**config.mk**
```make
export PLATFORM = sky130hd
export DESIGN_NAME = fwd_hazard_ctrl
export DESIGN_NICKNAME = d
export VERILOG_FILES = /design/src/rtl/fwd_hazard_pkg.sv /design/src/rtl/fwd_operand_select.sv /design/src/rtl/fwd_loaduse_detect.sv /design/src/rtl/fwd_interlock_drive.sv /design/src/rtl/fwd_hazard_ctrl.sv
export SDC_FILE = /design/constraint.sdc
export NUM_CORES = 1
export LEC_CHECK = 0
export ABC_AREA = 1
export BUFFER_PORTS_ARGS = -buffer_cell sky130_fd_sc_hd__buf_2
export CAP_MARGIN = 25
export CORE_UTILIZATION = 48
export DETAILED_ROUTE_END_ITERATION = 10
export PLACE_DENSITY = 0.92
export SLEW_MARGIN = 10
export SYNTH_ARGS = -nofsm -noshare
export SYNTH_HDL_FRONTEND = slang
export SYNTH_HIERARCHICAL = 1
export SYNTH_SLANG_ARGS = --single-unit
```
**constraint.sdc**
```tcl
create_clock -name vclk -period 1.9
set_input_delay 0.38 -clock vclk [all_inputs]
set_output_delay 0.38 -clock vclk [all_outputs]
set_load 0.005 [all_outputs]
```
**src/rtl/fwd_hazard_pkg.sv**
```systemverilog
package fwd_hazard_pkg;

    // Width of a register index; 32 architectural registers by default
    parameter int REG_AW  = 5;
    // Number of ALU source operands
    parameter int NUM_SRC = 2;

    typedef logic [REG_AW-1:0] regidx_t;

    typedef enum logic [1:0] {
        SEL_REGFILE = 2'b00,
        SEL_MEMWB   = 2'b01,
        SEL_EXMEM   = 2'b10
    } opsel_e;

    // An in-flight instruction as seen from a pipeline register
    typedef struct packed {
        regidx_t dst;
        logic    wen;
        logic    is_load;
    } producer_t;

    // True when the producer will really update register r
    function automatic logic will_write(producer_t p, regidx_t r);
        return p.wen && (p.dst != '0) && (p.dst == r);
    endfunction

endpackage

```
**src/rtl/fwd_operand_select.sv**
```systemverilog
module fwd_operand_select
    import fwd_hazard_pkg::*;
(
    input  regidx_t   src,
    input  producer_t near_p,
    input  producer_t far_p,
    output opsel_e    sel
);
    logic hit_near;
    logic hit_far;

    assign hit_near = will_write(near_p, src);
    assign hit_far  = will_write(far_p, src);

    // The nearer stage holds the younger producer, so it wins
    always_comb begin
        if (hit_near)     sel = SEL_EXMEM;
        else if (hit_far) sel = SEL_MEMWB;
        else              sel = SEL_REGFILE;
    end
endmodule

```
**src/rtl/fwd_loaduse_detect.sv**
```systemverilog
module fwd_loaduse_detect
    import fwd_hazard_pkg::*;
(
    input  regidx_t   id_src [NUM_SRC],
    input  producer_t ex_p,
    output logic      hazard
);
    logic [NUM_SRC-1:0] match;

    genvar g;
    generate
        for (g = 0; g < NUM_SRC; g++) begin : g_cmp
            assign match[g] = ex_p.is_load && will_write(ex_p, id_src[g]);
        end
    endgenerate

    assign hazard = |match;
endmodule

```
**src/rtl/fwd_interlock_drive.sv**
```systemverilog
module fwd_interlock_drive (
    input  logic hazard,
    output logic pc_freeze,
    output logic decode_keep,
    output logic exec_clear
);
    // One hazard flag fans out to every front-end control
    assign pc_freeze   = hazard;
    assign decode_keep = hazard;
    assign exec_clear  = hazard;
endmodule

```
**src/rtl/fwd_hazard_ctrl.sv**
```systemverilog
module fwd_hazard_ctrl
    import fwd_hazard_pkg::*;
(
    input  logic [REG_AW-1:0] ex_src_a,
    input  logic [REG_AW-1:0] ex_src_b,
    input  logic [REG_AW-1:0] id_src_a,
    input  logic [REG_AW-1:0] id_src_b,
    input  logic [REG_AW-1:0] idex_dst,
    input  logic              idex_wen,
    input  logic              idex_load,
    input  logic [REG_AW-1:0] exmem_dst,
    input  logic              exmem_wen,
    input  logic [REG_AW-1:0] memwb_dst,
    input  logic              memwb_wen,
    output logic [1:0]        opa_sel,
    output logic [1:0]        opb_sel,
    output logic              stall,
    output logic              ifid_hold,
    output logic              idex_bubble
);
    producer_t p_idex, p_exmem, p_memwb;
    regidx_t   ex_src [NUM_SRC];
    regidx_t   id_src [NUM_SRC];
    opsel_e    sel    [NUM_SRC];
    logic      lu_hazard;

    assign p_idex  = '{dst: idex_dst,  wen: idex_wen,  is_load: idex_load};
    // Stages past execute never stall a consumer, so their load flag is unused
    assign p_exmem = '{dst: exmem_dst, wen: exmem_wen, is_load: 1'b0};
    assign p_memwb = '{dst: memwb_dst, wen: memwb_wen, is_load: 1'b0};

    assign ex_src[0] = ex_src_a;
    assign ex_src[1] = ex_src_b;
    assign id_src[0] = id_src_a;
    assign id_src[1] = id_src_b;

    genvar g;
    generate
        for (g = 0; g < NUM_SRC; g++) begin : g_opsel
            fwd_operand_select u_sel (
                .src    (ex_src[g]),
                .near_p (p_exmem),
                .far_p  (p_memwb),
                .sel    (sel[g])
            );
        end
    endgenerate

    assign opa_sel = sel[0];
    assign opb_sel = sel[1];

    fwd_loaduse_detect u_lud (
        .id_src (id_src),
        .ex_p   (p_idex),
        .hazard (lu_hazard)
    );

    fwd_interlock_drive u_ild (
        .hazard      (lu_hazard),
        .pc_freeze   (stall),
        .decode_keep (ifid_hold),
        .exec_clear  (idex_bubble)
    );
endmodule

```
==> reports/results.ini <==
[run_status]
status = finished, final reports clean

[power]
vdd_ir_drop_max_mv = 0.0984
power.density_nw_per_um2 = 183
p_leak_nw = 0.625
total_power_mw = 0.159

[sta]
finalCritPeriodShare = 0.808
setup_viol = 0
finalHoldViolCount = 0
rsz0062_at_grt = no
slew_headroom = 0.904
fmax_mhz = 651
period_minus_slack_ns = 1.54
worst_pin_slew_ns = 0.143
tns_ns = 0
drv_slew = 0

[job]
drv_cap = 0

[floorplan]
core.rowCount = 13
dieArea_sq_um = 1530
num_io_pins = 46
start_util = 0.514
dieWidth_um = 39.1
die_y_um = 39.1
core_area_sq_um = 1280

[place]
gp_congestion = 0.872
dp_hpwl_um = 1550
port_buffers = 46

[global_routing]
use_met3 = 0
grt_util_met2 = 0.492
first_global_vias = 775
grt_pass1_wl_um = 2780
grt_overflow = 0
grt.busiest_layer = met2
antenna_found_initial = 0
grt_max_degree = 7
use_met1 = 0.311
track_usage = 0.249

[final_layout]
syn_to_final_growth_pct = 32.0
nFillCells = 138
ff_latch_area_sq_um = 0
diodes = 0
design.seq.count = 0
drive_above_1_share = 0.319
finalNetCount = 232
final_util = 0.679
final.clkbuf_count = 0

[cts]
cts_resized = 0
cts_hold_buf = 0
post_cts_buffers = 0

[yosys]
avgSynthCellArea_sq_um = 4.40
syn_area_sq_um = 661
synth_warnings = 6
synthesis.nets = 189
synthCells = 150

[hold_path]
hp-start = idex_wen
min_to = stall
hold_class = primary input to output pin
min_path_cells = 4

[setup_path]
critPathRequiredTime_ns = 1.52
arrival_ns = 1.16
cp_max_fo = 3
start_kind = primary input
path_class = primary input to output pin
cp-end-kind = output pin

[routing]
drc = 0
drt_iter0_markers = 36
post_drt_wl_per_cell_um = 8.21
vias_per_cell = 4.62
vias = 952
postRouteAntennaNets = 0
routed_wl_um = 1690
first_pass_iters = 4

==> cell usage in the layout (no fill, tap or decap), drive strengths merged <==
cell type  instances
a21boi             2
a21oi              3
buf               46
inv               35
nand2             59
nand3             11
nand4              1
nor2              23
o21ai              6
xnor2              2
xor2               3
==> metal layers <==
| metal | up-vias | part of all wire |
|---|---|---|
| met5 | - | 0 |
| met4 | 0 | 0 |
| met3 | 0 | 0.061 |
| met2 | 29 | 0.50 |
| met1 | 405 | 0.44 |
| li1 | 518 | - |
==> worst max path at each step <==
stage,start,endpoint,slack [ns],depth (start not counted)
3_3_place_gp,exmem_dst[3],opb_sel[0],0.40,9
5_1_grt,exmem_dst[0],opb_sel[0],0.23,7
2_1_floorplan,id_src_a[3],idex_bubble,0.57,7
4_1_cts,idex_dst[3],ifid_hold,0.37,8
6_report,idex_dst[3],ifid_hold,0.36,8
3_5_place_dp,idex_dst[3],ifid_hold,0.37,8
==> power by group <==
| group | switching, mW | total [mW] | internal, mW | leakage, nW |
|---|---|---|---|---|
| Combinational | 0.0889 | 0.159 | 0.0703 | 0.625 |
| Sequential | 0 | 0 | 0 | 0 |
| Clock | 0 | 0 | 0 | 0 |
| Total | 0.0889 | 0.159 | 0.0703 | 0.625 |
==> critical path: stages <==
cell     delay, ns
buf_2         0.11
inv_2         0.04
nand2_1       0.05
nand2_1       0.04
nor2_1        0.13
nand3_1       0.11
a21oi_2       0.16
buf_2         0.13
==> through the flow <==
stage | instance area, sq um | worst slack [ns] | std cells | hold slack [ns]
after floorplan | 661 | 0.569 | 150 | 0.943
after global placement | 872 | 0.399 | 206 | 1.09
after detailed placement | 872 | 0.374 | 206 | 1.10
after CTS | 872 | 0.371 | 206 | 1.10
after global routing | 872 | 0.234 | 206 | 1.12
final | 872 | 0.364 | 206 | 1.10
==> cell type report <==
cell class | instances | area, sq um | share of cell area
Timing Repair Buffer | 46 | 230 | 0.264
Tap cell | 15 | 18.8 | 0.0215
Inverter | 35 | 131 | 0.151
Multi-Input combinational cell | 110 | 492 | 0.564
Power figures use the tool's default switching activity.
